<file path="config.mk">
export PLATFORM = sky130hd
export DESIGN_NAME = dbgstat_top
export DESIGN_NICKNAME = d
export VERILOG_FILES = /design/src/rtl/dbgstat_pkg.sv /design/src/rtl/dbgstat_capture.sv /design/src/rtl/dbgstat_trigger.sv /design/src/rtl/dbgstat_msg_slot.sv /design/src/rtl/dbgstat_top.sv
export SDC_FILE = /design/constraint.sdc
export NUM_CORES = 1
export LEC_CHECK = 0
export ABC_AREA = 1
export BUFFER_PORTS_ARGS = -buffer_cell sky130_fd_sc_hd__clkbuf_2
export CORE_UTILIZATION = 45
export CTS_CLUSTER_SIZE = 24
export DETAILED_ROUTE_END_ITERATION = 8
export MAX_ROUTING_LAYER = met4
export PLACE_DENSITY = 0.92
export SLEW_MARGIN = 20
export SYNTH_ARGS = -nofsm -noshare
export SYNTH_HDL_FRONTEND = slang
export SYNTH_SLANG_ARGS = --single-unit
</file>
<file path="constraint.sdc">
create_clock -name clk -period 1.5 [get_ports clk]
set_input_delay 0.3 -clock clk [delete_from_list [all_inputs] [get_ports clk]]
set_output_delay 0.3 -clock clk [all_outputs]
set_load 0.01 [all_outputs]
</file>
<file path="src/rtl/dbgstat_pkg.sv">
package dbgstat_pkg;

    localparam int WORD_W = 32;
    localparam int SYS_W  = 3;
    localparam int CPU_W  = 2;
    localparam int MSG_W  = 1 + SYS_W + CPU_W + 1;
    localparam int RSVD_W = WORD_W - MSG_W;

    typedef enum logic [CPU_W-1:0] {
        CPU_RUN     = 2'b00,
        CPU_HALTED  = 2'b01,
        CPU_STOPPED = 2'b10,
        CPU_WAITING = 2'b11
    } cpu_lp_e;

    // Field order is behaviour: the message is the top MSG_W bits of this word.
    typedef struct packed {
        logic              dbg;
        logic [SYS_W-1:0]  sys_lp;   // [2]=sleep [1]=nap [0]=doze
        cpu_lp_e           cpu_lp;
        logic              chk;
        logic [RSVD_W-1:0] rsvd;
    } status_t;

    function automatic cpu_lp_e cpu_lp_encode(input logic halted,
                                              input logic stopped,
                                              input logic waiting);
        cpu_lp_e code;
        if (waiting)      code = CPU_WAITING;
        else if (stopped) code = CPU_STOPPED;
        else if (halted)  code = CPU_HALTED;
        else              code = CPU_RUN;
        return code;
    endfunction

    function automatic logic [MSG_W-1:0] msg_slice(input status_t s);
        logic [WORD_W-1:0] flat;
        flat = s;
        return flat[WORD_W-1 -: MSG_W];
    endfunction

    function automatic logic lp_entered(input status_t prev, input status_t nxt);
        logic sys_in;
        logic cpu_in;
        sys_in = (prev.sys_lp == '0) && (nxt.sys_lp != '0);
        cpu_in = (prev.cpu_lp == CPU_RUN) && (nxt.cpu_lp != CPU_RUN);
        return sys_in || cpu_in;
    endfunction

endpackage

</file>
<file path="src/rtl/dbgstat_capture.sv">
module dbgstat_capture
    import dbgstat_pkg::*;
(
    input  logic    clk,
    input  logic    rst,
    input  logic    dbg_mode_i,
    input  logic    sys_doze_i,
    input  logic    sys_nap_i,
    input  logic    sys_sleep_i,
    input  logic    cpu_halted_i,
    input  logic    cpu_stopped_i,
    input  logic    cpu_waiting_i,
    input  logic    cpu_chkstop_i,
    output status_t status_d,
    output status_t status_q
);

    always_comb begin
        status_d        = '0;
        status_d.dbg    = dbg_mode_i;
        status_d.sys_lp = {sys_sleep_i, sys_nap_i, sys_doze_i};
        status_d.cpu_lp = cpu_lp_encode(cpu_halted_i, cpu_stopped_i, cpu_waiting_i);
        status_d.chk    = cpu_chkstop_i;
        status_d.rsvd   = '0;
    end

    always_ff @(posedge clk) begin
        if (rst) status_q <= '0;
        else     status_q <= status_d;
    end

endmodule

</file>
<file path="src/rtl/dbgstat_trigger.sv">
module dbgstat_trigger
    import dbgstat_pkg::*;
(
    input  status_t status_d,
    input  status_t status_q,
    output logic    dbg_edge_o,
    output logic    lp_entry_o,
    output logic    trig_o
);

    always_comb begin
        dbg_edge_o = status_d.dbg ^ status_q.dbg;
        lp_entry_o = lp_entered(status_q, status_d);
        trig_o     = dbg_edge_o | lp_entry_o;
    end

endmodule

</file>
<file path="src/rtl/dbgstat_msg_slot.sv">
module dbgstat_msg_slot
    import dbgstat_pkg::*;
(
    input  logic             clk,
    input  logic             rst,
    input  logic             load_i,
    input  logic [MSG_W-1:0] data_i,
    input  logic             ready_i,
    output logic             valid_o,
    output logic [MSG_W-1:0] data_o
);

    logic take;
    assign take = valid_o & ready_i;

    always_ff @(posedge clk) begin
        if (rst) begin
            valid_o <= 1'b0;
            data_o  <= '0;
        end else if (load_i) begin
            valid_o <= 1'b1;
            data_o  <= data_i;
        end else if (take) begin
            valid_o <= 1'b0;
        end
    end

endmodule

</file>
<file path="src/rtl/dbgstat_top.sv">
module dbgstat_top
    import dbgstat_pkg::*;
(
    input  logic              clk,
    input  logic              rst,
    input  logic              dbg_mode_i,
    input  logic              sys_doze_i,
    input  logic              sys_nap_i,
    input  logic              sys_sleep_i,
    input  logic              cpu_halted_i,
    input  logic              cpu_stopped_i,
    input  logic              cpu_waiting_i,
    input  logic              cpu_chkstop_i,
    input  logic              rd_en_i,
    output logic [WORD_W-1:0] rd_data_o,
    output logic              msg_valid_o,
    input  logic              msg_ready_i,
    output logic [MSG_W-1:0]  msg_payload_o
);

    status_t status_d;
    status_t status_q;
    logic    dbg_edge;
    logic    lp_entry;
    logic    trig;

    dbgstat_capture u_capture (
        .clk           (clk),
        .rst           (rst),
        .dbg_mode_i    (dbg_mode_i),
        .sys_doze_i    (sys_doze_i),
        .sys_nap_i     (sys_nap_i),
        .sys_sleep_i   (sys_sleep_i),
        .cpu_halted_i  (cpu_halted_i),
        .cpu_stopped_i (cpu_stopped_i),
        .cpu_waiting_i (cpu_waiting_i),
        .cpu_chkstop_i (cpu_chkstop_i),
        .status_d      (status_d),
        .status_q      (status_q)
    );

    dbgstat_trigger u_trigger (
        .status_d   (status_d),
        .status_q   (status_q),
        .dbg_edge_o (dbg_edge),
        .lp_entry_o (lp_entry),
        .trig_o     (trig)
    );

    dbgstat_msg_slot u_slot (
        .clk     (clk),
        .rst     (rst),
        .load_i  (trig),
        .data_i  (msg_slice(status_d)),
        .ready_i (msg_ready_i),
        .valid_o (msg_valid_o),
        .data_o  (msg_payload_o)
    );

    assign rd_data_o = rd_en_i ? WORD_W'(status_q) : '0;

endmodule

</file>
; ---- Word-level counts from Yosys, hierarchy flattened
; Cells that the tools add are included.
[word_totals]
latch_bits = 0
mem_bits_rw = 0
elab_cells = 23
out_inout_bits = 40
register_bits = 15
mem_bits_ro = 0
memories = 0
inputBits = 12
[classes]
multipliers = 0
magnitude_cmp = 0
div_mod_pow = 0
n_addsub = 0
bitwise = 3
muxes = 6
shifts = 0
eq_ne = 0
reduce_logical = 8
[ops]
columns = op, n
row1 = $mux 32, 1
row2 = $mux 2, 2
row3 = $reduce_bool 2->1, 2
row4 = $logic_not 3->1, 1
row5 = $mux 1, 3
row6 = $reduce_bool 3->1, 1
row7 = $logic_and 1x1->1, 2
row8 = $logic_not 2->1, 1
row9 = $and 1x1->1, 1
row10 = $logic_or 1x1->1, 1
row11 = $or 1x1->1, 1
row12 = $xor 1x1->1, 1

; ---- Logic depth before layout (Yosys ltp)
; Gate-level depths: netlist (run 1).
[depth]
ltp_word = 8
mapped_depth = 7
ltp_nobuf = 7

; ---- Hierarchy
; A second synthesis (run 1) with hierarchy kept.
[unflattened]
hier_cells = 195
area_unflattened_um2 = 1234.9
[by_module_without_submodules]
columns = module, area_each_um2, seq_area_each_um2, instances, cells_per_inst
row1 = dbgstat_capture, 629.4, 140.1, 1, 80
row2 = dbgstat_top, 274.0, 0.0, 1, 67
row3 = dbgstat_msg_slot, 271.5, 160.2, 1, 34
row4 = dbgstat_trigger, 60.1, 0.0, 1, 14

; ---- Least setup slack after synthesis (run 1)
; No wires, ideal clock.
[synth_timing]
path_kind = input port to flip-flop
startpoint = input cpu_waiting_i
endpoint = register u_slot.data_o[0]
setup_time_ns = 0.064
t_arrival_ns = 0.992
slack_ns = 0.444
n_path_buf = 0
required_time_ns = 1.436
stages = 7
path_cell_list = nor2_1 nand2_1 nand2_2 nand2_2 nor2_4 nor2_1 nor2_1
[synth_via]
elab_chain_len = 5
[synth_lines]
columns = item, line_no
row1 = "start, declared", dbgstat_top.sv:12  ; input logic cpu_waiting_i,
row2 = $mux 2, dbgstat_pkg.sv:29  ; if (waiting) code = CPU_WAITING;
row3 = $reduce_bool 2->1, dbgstat_pkg.sv:46  ; cpu_in = (prev.cpu_lp == CPU_RUN) && (nxt.cpu_lp != CPU_RUN);
row4 = $logic_and 1x1->1, dbgstat_pkg.sv:46
row5 = $logic_or 1x1->1, dbgstat_pkg.sv:47  ; return sys_in || cpu_in;
row6 = $or 1x1->1, dbgstat_trigger.sv:14  ; trig_o = dbg_edge_o | lp_entry_o;
row7 = "end signal, assigned", dbgstat_msg_slot.sv:22  ; data_o <= data_i;
row8 = "end, declared", dbgstat_msg_slot.sv:10  ; output logic [MSG_W-1:0] data_o
; Every way passes these cells.
; A chain may end at the register's enable or synchronous reset.

; ---- Final worst setup path (run 1)
[layout_timing]
startpoint = register, netlist name u_capture.status_q[31]
endpoint = register u_slot.data_o[3]
[layout_via]
elab_chain_len = 2
[layout_lines]
columns = item, line_no
row1 = $xor 1x1->1, dbgstat_trigger.sv:12  ; dbg_edge_o = status_d.dbg ^ status_q.dbg;
row2 = $or 1x1->1, dbgstat_trigger.sv:14
; Every way passes these cells.

==> results of run 1 <==
[critical path, delay by kind of cell (launching register included)]
family	cells	cell delay [ps]
xor+xnor	1	370
flops	1	350
simple gates	4	470
[cells in the final DEF, fill, tap and decap left out]
cell type	synthesis	layout
sky130_fd_sc_hd__clkbuf_4	0	3
sky130_fd_sc_hd__inv_1	27	27
sky130_fd_sc_hd__clkbuf_2	0	26
sky130_fd_sc_hd__nor2_1	29	29
sky130_fd_sc_hd__nand2_1	18	18
sky130_fd_sc_hd__nand3_1	2	2
sky130_fd_sc_hd__clkbuf_1	1	1
sky130_fd_sc_hd__dfxtp_1	15	15
sky130_fd_sc_hd__nand4_1	7	7
sky130_fd_sc_hd__conb_1	1	25
sky130_fd_sc_hd__nor2_4	1	1
sky130_fd_sc_hd__nor3_1	1	1
sky130_fd_sc_hd__o21ai_0	1	1
sky130_fd_sc_hd__nand2_2	2	2
sky130_fd_sc_hd__xnor2_2	1	1
[power groups by stage]
stage	clock, mW	combinational [mW]	sequential [mW]
after detailed placement	0	0.204	0.455
final	0.228	0.205	0.446
after global routing	0.250	0.234	0.449
after floorplan	0	0.177	0.464
after CTS	0.230	0.207	0.446
after global placement	0	0.200	0.455
[per-layer routing]
layer	vias up	GRT usage
li1	389	-
met3	5	0.0353
met5	-	-
met2	43	0.223
met1	308	0.181
met4	0	0.0706
[final cells by class]
class	instances	area (um^2)
Fill cell	191	820
Tap cell	25	31.3
Inverter	27	101
Clock buffer	4	26.3
Timing Repair Buffer	26	130
Multi-Input combinational cell	87	374
Sequential cell	15	300
[cell usage after synthesis, drive strengths merged]
cell type	n	area share
nand3	2	0.011
nand4	7	0.050
dfxtp	15	0.34
conb	1	0.0043
o21ai	1	0.0057
clkbuf	1	0.0043
inv	27	0.12
nand2	20	0.091
nor3	1	0.0057
nor2	30	0.14
buf	25	0.21
xnor2	1	0.019
[path summary, 6_finish.rpt]
path | from | endpoint | depth (start not counted)
worst min-delay path | dbg_mode_i | u_capture.status_q[31] | 3
worst max register to register | u_capture.status_q[31] | u_slot.data_o[3] | 5
worst min register to register | u_slot.data_o[0] | u_slot.data_o[0] | 4
worst max-delay path | u_capture.status_q[31] | u_slot.data_o[3] | 5
[kinds of logic (layout without fill, tap and decap cells)]
| family | after synthesis | after routing |
|---|---|---|
| AND/OR/NAND/NOR | 60 | 60 |
| buffers and inverters | 53 | 57 |
| flip-flops | 15 | 15 |
| other | 1 | 25 |
| AO/OA/AOI/OAI | 1 | 1 |
| XOR/XNOR | 1 | 1 |
[state kept, by name, indices dropped and copies added (netlist names)]
register and flops:
u_capture.status_q 7, u_slot.data_o 7, u_slot.valid_o 1
[stage by stage]
stage          power [mW]  utilization  hold slack [ps]  area, um^2
6_report            0.879        0.540              254         963
5_1_grt             0.933        0.540              261         963
4_1_cts             0.882        0.540              251         963
3_5_place_dp        0.659        0.526              555         937
3_3_place_gp        0.655        0.526              528         937
2_1_floorplan       0.641            -              407         967
==> results.toml, run 1 <==
[run_status]
status = "complete, no violations"

[yosys]
postSynthCellCount = 131
synthesis.yosys.warnings = 0
synth_xor_area_frac = 0.0185
yosys_register_bits = 15
synthDistinctLibCells = 14
synth_top_family_by_area = "buffers and inverters"
synthesis.area_per_instance_um2 = 6.70
synth-simple-area-share = 0.295
syn_area_um2 = 877
seq_area_frac_synth = 0.342
synth_mux_area_frac = 0
synth-adder-area-share = 0
synthesized_area_fraction_occupied_by_ao_oa_aoi_and_oai_cells = 0.00571

[routing]
vias = 745
detail_route.iter0.violations = 10
remaining_drc_errors = 0
vias_per_cell = 4.05
drt_wl_total_um = 1440
ant_nets = 0
dr.pass1.iters = 4
routed-wl-met3_um = 106
wl_met2_um = 638
detail_route.wirelength.met1_um = 671
routed_wire_length_per_instance_um = 7.83
topRoutingLayerUsed = "met4"

[finish]
layoutNonFillerInstCount = 184
fin_nets = 172
synthToLayoutAreaGrowth_pct = 9.84
antenna-diode-count = 0
drive_above_1_share = 0.208

[setup_path]
crit_type = "flip-flop to flip-flop"
critical_path.most_common_cell = "sky130_fd_sc_hd__nor2_1"
timing.reg2reg.setup_slack_ps = 260
worst_setup_path_end_kind = "flip-flop"
worstPathMaxFanout = 9
critical_path.cell_chain = "xnor2_2, nand2_2, nor2_4, nor2_1, nor2_1"
cp-start-kind = "flip-flop"
peak_per_stage_delay_on_the_critical_path_ps = 370
cp_slowest_cell = "sky130_fd_sc_hd__xnor2_2"
worst_ep_required_time_ps = 1720
worst_ep_arrival_time_ps = 1460

[floorplanning]
num_io_pins = 52
rows = 15
die_h_um = 46.2
die_width_um = 46.2
die-area_um2 = 2130
initial_cell_density_of_the_core = 0.492
fp.coreArea_um2 = 1780

[power_and_ir_drop]
internal_power_mw = 0.602
power_density_nw_per_um2 = 913
max-vdd-ir-drop_uv = 617
power.static_leakage_nw = 0.609
net-switching-power_mw = 0.277
switching_share = 0.315
clkPwrFrac = 0.260
combinational_power_share = 0.233
power.sequential.fraction = 0.507

[sta]
timing_hold_violations_final = 0
layout_worst_path_cycle_share = 0.828
upper_clock_frequency_limit_mhz = 805
finalClockSkew_ps = 0.869
final_max_slew_viol_count = 0
period_needed_ps = 1240
setup_repair_after_global_routing_missed_its_margin = "no"
setup_viol = 0
final_critical_path_setup_slack_ps = 258
tns_ps = 0

[clock_tree]
cts-htree-levels = 1
tritoncts_clock_tree = "built"
insertion_delay_ps = 280
clock_path_buffers = 2
post_cts_resize_count = 0
cts_root_buffer = "sky130_fd_sc_hd__clkbuf_4"
cts_hold_repair.buffers = 0
numCtsBuffers = 3
cts_num_sinks = 15
clk_pin_slew_worst_paths_ps = 80
cts_setup_buffers = 0

[placement]
place.port_buffers = 26
post-dp-hpwl_um = 1120
dpl_worst_slack_ps = 156
gpl.final_weighted_congestion = 0.831
placed_insts = 180

[run]
max_cap_violations = 0

[grt]
antenna_violations_before_repair = 0
first_pass_grt_wire_length_um = 2110
grt_pass1_vias = 511
grt_overflow = 0
gr-usage-all-layers = 0.147
grt_max_degree = 10

[min_path]
min_delay_path_class = "input pin to flip-flop"
Note: power is estimated with default switching activity, not from simulation.
==> inputs of run 2 (changes only) <==
--- a/config.mk
+++ b/config.mk
@@ -5,13 +5,13 @@
 export SDC_FILE = /design/constraint.sdc
 export NUM_CORES = 1
 export LEC_CHECK = 0
-export ABC_AREA = 1
+export ABC_AREA = 0
 export BUFFER_PORTS_ARGS = -buffer_cell sky130_fd_sc_hd__clkbuf_2
-export CORE_UTILIZATION = 45
+export CORE_UTILIZATION = 38
 export CTS_CLUSTER_SIZE = 24
 export DETAILED_ROUTE_END_ITERATION = 8
 export MAX_ROUTING_LAYER = met4
-export PLACE_DENSITY = 0.92
+export PLACE_DENSITY = 0.85
 export SLEW_MARGIN = 20
 export SYNTH_ARGS = -nofsm -noshare
 export SYNTH_HDL_FRONTEND = slang
==> constraint.sdc (replaced) <==
create_clock -name clk -period 1.02 [get_ports clk]
set_input_delay 0.204 -clock clk [delete_from_list [all_inputs] [get_ports clk]]
set_output_delay 0.204 -clock clk [all_outputs]
set_load 0.01 [all_outputs]
==> run 2 against run 1 <==
  * The flow now finishes with violations (setup timing)
  * Clock skew up 5.3 ps
  * Die area increased by 14%
  * Critical path depth did not move
  * Core utilization increased by 2.6 points
  * Clock power increased by 50%
  * Largest power group unchanged
  * Largest cell class unchanged
==> results.toml, run 2 <==
[sta]
final_critical_path_setup_slack_ps = -288
period_needed_ps = 1310
finalClockSkew_ps = 6.15
tns_ps = -2740
setup_viol = 16
layout_worst_path_cycle_share = 1.28
setup_repair_after_global_routing_missed_its_margin = "yes"
upper_clock_frequency_limit_mhz = 765
timing_hold_violations_final = 0
final_max_slew_viol_count = 0

[min_path]
holdCritStartpoint = "sys_nap_i"
min_delay_path_class = "input pin to flip-flop"

[floorplanning]
die_h_um = 49.3
rows = 16
die_width_um = 49.3
initial_cell_density_of_the_core = 0.420
num_io_pins = 52
die-area_um2 = 2430
fp.coreArea_um2 = 2020

[power_and_ir_drop]
switching_share = 0.284
max-vdd-ir-drop_uv = 630
net-switching-power_mw = 0.395
power.static_leakage_nw = 0.575
power_density_nw_per_um2 = 1210
power.sequential.fraction = 0.478
internal_power_mw = 0.995
clkPwrFrac = 0.247
combinational_power_share = 0.275
report.power.total_mw = 1.39

[grt]
grt_overflow = 0
antenna_violations_before_repair = 0
grt_max_degree = 16
grt_pass1_vias = 559
first_pass_grt_wire_length_um = 2440
gr-usage-all-layers = 0.142

[placement]
gpl.final_weighted_congestion = 0.802
post-dp-hpwl_um = 1100
place.port_buffers = 26

[yosys]
synth_commonest_cells = "sky130_fd_sc_hd__buf_4 (25), sky130_fd_sc_hd__dfxtp_1 (15), sky130_fd_sc_hd__nor2b_1 (11)"
synth_top_area_frac = 0.354
syn_area_um2 = 848
synth_top_area_cell = "sky130_fd_sc_hd__dfxtp_1"
postSynthCellCount = 86
synthDistinctLibCells = 20
synth.most_common_cell = "sky130_fd_sc_hd__buf_4"
synthesis.area_per_instance_um2 = 9.86
seq_area_frac_synth = 0.354
synth_top_cells_by_area = "sky130_fd_sc_hd__dfxtp_1 (35%), sky130_fd_sc_hd__buf_4 (22%), sky130_fd_sc_hd__mux2_4 (11%), sky130_fd_sc_hd__nor2b_1 (8.1%), sky130_fd_sc_hd__and2_1 (5.2%)"
async_flop_share = 0
synthesis.yosys.warnings = 0
synth_flop_cell = "sky130_fd_sc_hd__dfxtp_1"
yosys_register_bits = 15
edff_count_synth = 0

[setup_path]
worst_setup_path_end_kind = "flip-flop"
worst_ep_required_time_ps = 1200
crit_type = "input pin to flip-flop"
regToRegStartpoint = "u_capture.status_q[31]"
cp-startpoint = "sys_nap_i"
worst_ep_arrival_time_ps = 1490
cp-start-kind = "input pin"
worstPathMaxFanout = 5

[routing]
vias = 624
wl_met2_um = 749
dr.pass1.iters = 1
drt_wl_total_um = 1510
detail_route.wirelength.met1_um = 619
vias_per_cell = 4.05
detail_route.iter0.violations = 0
routed_wire_length_per_instance_um = 9.81
routed-wl-met3_um = 101
ant_nets = 0
remaining_drc_errors = 0
topRoutingLayerUsed = "met4"

[finish]
drive_above_1_share = 0.543
most-common-layout-cells = "sky130_fd_sc_hd__conb_1 (25), sky130_fd_sc_hd__clkbuf_2 (20), sky130_fd_sc_hd__nor2b_1 (11)"
antenna-diode-count = 0
fin_nets = 140
leading_cell_type_in_the_layout_fill_and_taps_excluded = "sky130_fd_sc_hd__conb_1"
synthToLayoutAreaGrowth_pct = 35.0
largestRegisters = "u_capture.status_q x7, u_slot.data_o x7, u_slot.valid_o x1"

[clock_tree]
clk_pin_slew_worst_paths_ps = 90
numCtsBuffers = 3
cts_num_sinks = 15
tritoncts_clock_tree = "built"
cts_root_buffer = "sky130_fd_sc_hd__clkbuf_4"
cts-htree-levels = 1
clock_path_buffers = 2
insertion_delay_ps = 290

[run]
max_cap_violations = 0

[run_status]
status = "complete, but fails checks"
failing_checks = "setup timing"
[run 2: cell count changes after synthesis, sizes merged, moves of 2 or more]
cell	change
nand3	-2
mux2	+6
and2	+7
or3	+2
nand4	-7
nand2	-19
nand2b	+3
a21oi	+3
inv	-26
a221oi	+2
nor2b	+11
nor2	-27
[run 2: final cells by class]
| cell class | count | area (um^2) |
|---|---|---|
| fillers | 209 | 877 |
| multi-input cells | 68 | 489 |
| flip-flops and latches | 15 | 312 |
| repair buffers | 39 | 280 |
| well taps | 27 | 33.8 |
| clock buffers | 4 | 26.3 |
| inverters | 1 | 3.75 |
[run 2: cells by family after synthesis]
logic type / Yosys count / synth area share
AOI/OAI and AO/OA: 7 / 0.0797
other: 1 / 0.00442
muxes: 6 / 0.106
DFF: 15 / 0.354
xor gates and xnor gates: 1 / 0.0103
and+or+nand+nor: 29 / 0.215
buffers and inverters: 27 / 0.230
[run 2: timing repair]
item	4_1_cts	5_1_grt
cloned	0	0
setup buffers	3	0
resized for setup	18	16
endpoints found under the setup margin	16	16
hold buffers	0	0
pin swaps	4	1
[run 2: path summary, 6_finish.rpt]
path | end | slack (ps) | cells after the start
worst max-delay path | u_slot.data_o[1] | -290 | 5
worst max register to register | u_slot.data_o[1] | -270 | 4
worst min register to register | u_slot.valid_o | 490 | 2
worst min-delay path | u_capture.status_q[29] | 170 | 2
[run 2: power by group through the flow]
stage	clock, mW	combinational [mW]	sequential, mW
2_1_floorplan	0	0.254	0.682
3_3_place_gp	0	0.319	0.668
3_5_place_dp	0	0.323	0.669
4_1_cts	0.355	0.361	0.666
5_1_grt	0.379	0.417	0.670
6_report	0.343	0.383	0.665
[run 2: per-stage QoR]
step | utilization | hold WS, ps | area [um^2] | setup slack, ps | std cells
after floorplan | - | 287 | 945 | -512 | 110
after global placement | 0.491 | 467 | 992 | -543 | 147
after detailed placement | 0.491 | 472 | 992 | -585 | 147
after CTS | 0.542 | 160 | 1100 | -265 | 154
after global routing | 0.566 | 158 | 1140 | -332 | 154
final | 0.566 | 165 | 1140 | -288 | 154
[run 2: metal layers]
metal | up-vias | global-route usage
li1 | 309 | -
met1 | 279 | 0.154
met2 | 32 | 0.224
met3 | 4 | 0.0374
met4 | 0 | 0.103
met5 | - | -
[run 2: worst max-delay path: stages]
cell                       delay, ps
sky130_fd_sc_hd__clkbuf_2         90
sky130_fd_sc_hd__or3_4           410
sky130_fd_sc_hd__a221oi_4        320
sky130_fd_sc_hd__buf_6           170
sky130_fd_sc_hd__mux2_4          290
==> inputs of run 3 (changes only) <==
--- a/config.mk
+++ b/config.mk
@@ -7,6 +7,7 @@
 export LEC_CHECK = 0
 export ABC_AREA = 0
 export BUFFER_PORTS_ARGS = -buffer_cell sky130_fd_sc_hd__clkbuf_2
+export CORE_MARGIN = 3
 export CORE_UTILIZATION = 38
 export CTS_CLUSTER_SIZE = 24
 export DETAILED_ROUTE_END_ITERATION = 8
==> run 3 against run 2 <==
  * The run still ends with setup timing left
  * Power increased by 0.24%
  * Flip-flop and latch count unchanged
  * Global-route usage decreased by 0.89 points
  * Core utilization decreased by 2.7 points
  * Sequential share of layout area increased by 0.85 points
  * Largest power group unchanged
  * Non-clock buffer count decreased by 1
  * Critical path depth decreased by 1
  * Die area increased by 17%
  * Critical path type is now flip-flop to flip-flop
  * Cell count decreased by 0.65%
==> results.toml, run 3 (synthesis gave the netlist of run 2 again) <==
[sta]
setup_repair_after_global_routing_missed_its_margin = "yes"
setup_viol = 16
finalClockSkew_ps = 2.74
finalHoldWorstSlack_ps = 168
upper_clock_frequency_limit_mhz = 759
timing_hold_violations_final = 0
final_critical_path_setup_slack_ps = -297
period_needed_ps = 1320
layout_worst_path_cycle_share = 1.29
final_max_slew_viol_count = 0

[min_path]
min_delay_path_class = "input pin to flip-flop"

[floorplanning]
num_io_pins = 52
initial_cell_density_of_the_core = 0.415
die_h_um = 53.3
fp.coreArea_um2 = 2040
rows = 16
die-area_um2 = 2840
die_width_um = 53.3

[finish]
antenna-diode-count = 0
most-common-layout-cells = "sky130_fd_sc_hd__conb_1 (25), sky130_fd_sc_hd__clkbuf_2 (21), sky130_fd_sc_hd__nor2b_1 (11)"
leading_cell_type_in_the_layout_fill_and_taps_excluded = "sky130_fd_sc_hd__conb_1"
synthToLayoutAreaGrowth_pct = 29.8
stdcell_area_um2 = 1100
nFillCells = 188
drive_above_1_share = 0.516
fin_nets = 139
final_util = 0.539
largestRegisters = "u_capture.status_q x7, u_slot.data_o x7, u_slot.valid_o x1"

[clock_tree]
cts-htree-levels = 1
clk_pin_slew_worst_paths_ps = 90
cts_num_sinks = 15
cts_root_buffer = "sky130_fd_sc_hd__clkbuf_4"
numCtsBuffers = 3
insertion_delay_ps = 290
cts_hold_repair.buffers = 0
tritoncts_clock_tree = "built"
clock_path_buffers = 2

[grt]
first_pass_grt_wire_length_um = 2590
antenna_violations_before_repair = 0
grt_max_degree = 16
gr-usage-all-layers = 0.133
grt_pass1_vias = 599
grt_overflow = 0

[routing]
detail_route.iter0.violations = 7
dr.pass1.iters = 2
routed_wire_length_per_instance_um = 11.3
vias = 627
ant_nets = 0
vias_per_cell = 4.10
remaining_drc_errors = 0
drt_wl_total_um = 1730

[placement]
post-dp-hpwl_um = 1310
gpl.final_weighted_congestion = 0.770
dpl_worst_slack_ps = -578
place.port_buffers = 26
dpl_cell_area_um2 = 985

[setup_path]
crit_type = "flip-flop to flip-flop"
worst_ep_required_time_ps = 1200
cp-start-kind = "flip-flop"
worst_setup_path_end_kind = "flip-flop"
worstPathMaxFanout = 5
worst_ep_arrival_time_ps = 1500

[power_and_ir_drop]
power_density_nw_per_um2 = 1270
max-vdd-ir-drop_uv = 836
power.static_leakage_nw = 0.562

[run]
max_cap_violations = 0

[run_status]
status = "complete, but fails checks"
failing_checks = "setup timing"
-- run 3: final cells by class --
class | count | area (um^2) | area share
Sequential cell | 15 | 309 | 0.281
Clock buffer | 3 | 22.5 | 0.0205
Timing Repair Buffer | 38 | 250 | 0.227
Clock inverter | 1 | 5.00 | 0.00455
Tap cell | 27 | 33.8 | 0.0307
Multi-Input combinational cell | 68 | 477 | 0.433
Inverter | 1 | 3.75 | 0.00341
-- run 3: layer usage --
layer	GRT usage	routed length [um]	vias to the layer above
met1	0.149	690	272
met2	0.216	831	42
met4	0.0766	25	0
li1	-	-	309
met5	-	0	-
met3	0.0310	180	4
-- run 3: worst max-delay path, stage by stage, from the launching register on --
cell	delay, ps
sky130_fd_sc_hd__dfxtp_2	350
sky130_fd_sc_hd__xor2_2	160
sky130_fd_sc_hd__a221oi_4	230
sky130_fd_sc_hd__buf_6	170
sky130_fd_sc_hd__mux2_4	300
-- run 3: path summary, 6_finish.rpt --
| kind | cells after the start | from | endpoint | slack [ps] |
|---|---|---|---|---|
| hold / removal | 2 | cpu_chkstop_i | u_capture.status_q[25] | 170 |
| hold reg to reg | 2 | u_slot.valid_o | u_slot.valid_o | 500 |
| setup / recovery | 4 | u_capture.status_q[31] | u_slot.data_o[5] | -300 |
| setup reg to reg | 4 | u_capture.status_q[31] | u_slot.data_o[5] | -300 |
-- run 3: report_power, final --
| part | leakage [nW] | total [mW] | switching, mW | internal [mW] |
|---|---|---|---|---|
| logic | 0.417 | 0.380 | 0.182 | 0.197 |
| clock network | 0.0177 | 0.349 | 0.203 | 0.146 |
| registers | 0.127 | 0.665 | 0.0281 | 0.637 |
| total | 0.562 | 1.39 | 0.414 | 0.980 |
-- run 3: repair_timing --
item,4_1_cts,5_1_grt
setup buffers,0,3
gates resized for setup,12,11
pin swaps,7,4
setup endpoints to repair,16,17
-- run 3: metrics by stage --
stage	power (mW)	setup TNS, ps	std cells
2_1_floorplan	0.936	-3550	110
3_3_place_gp	0.988	-3940	146
3_5_place_dp	0.998	-4140	146
4_1_cts	1.36	-2540	150
5_1_grt	1.46	-3140	153
6_report	1.39	-2600	153
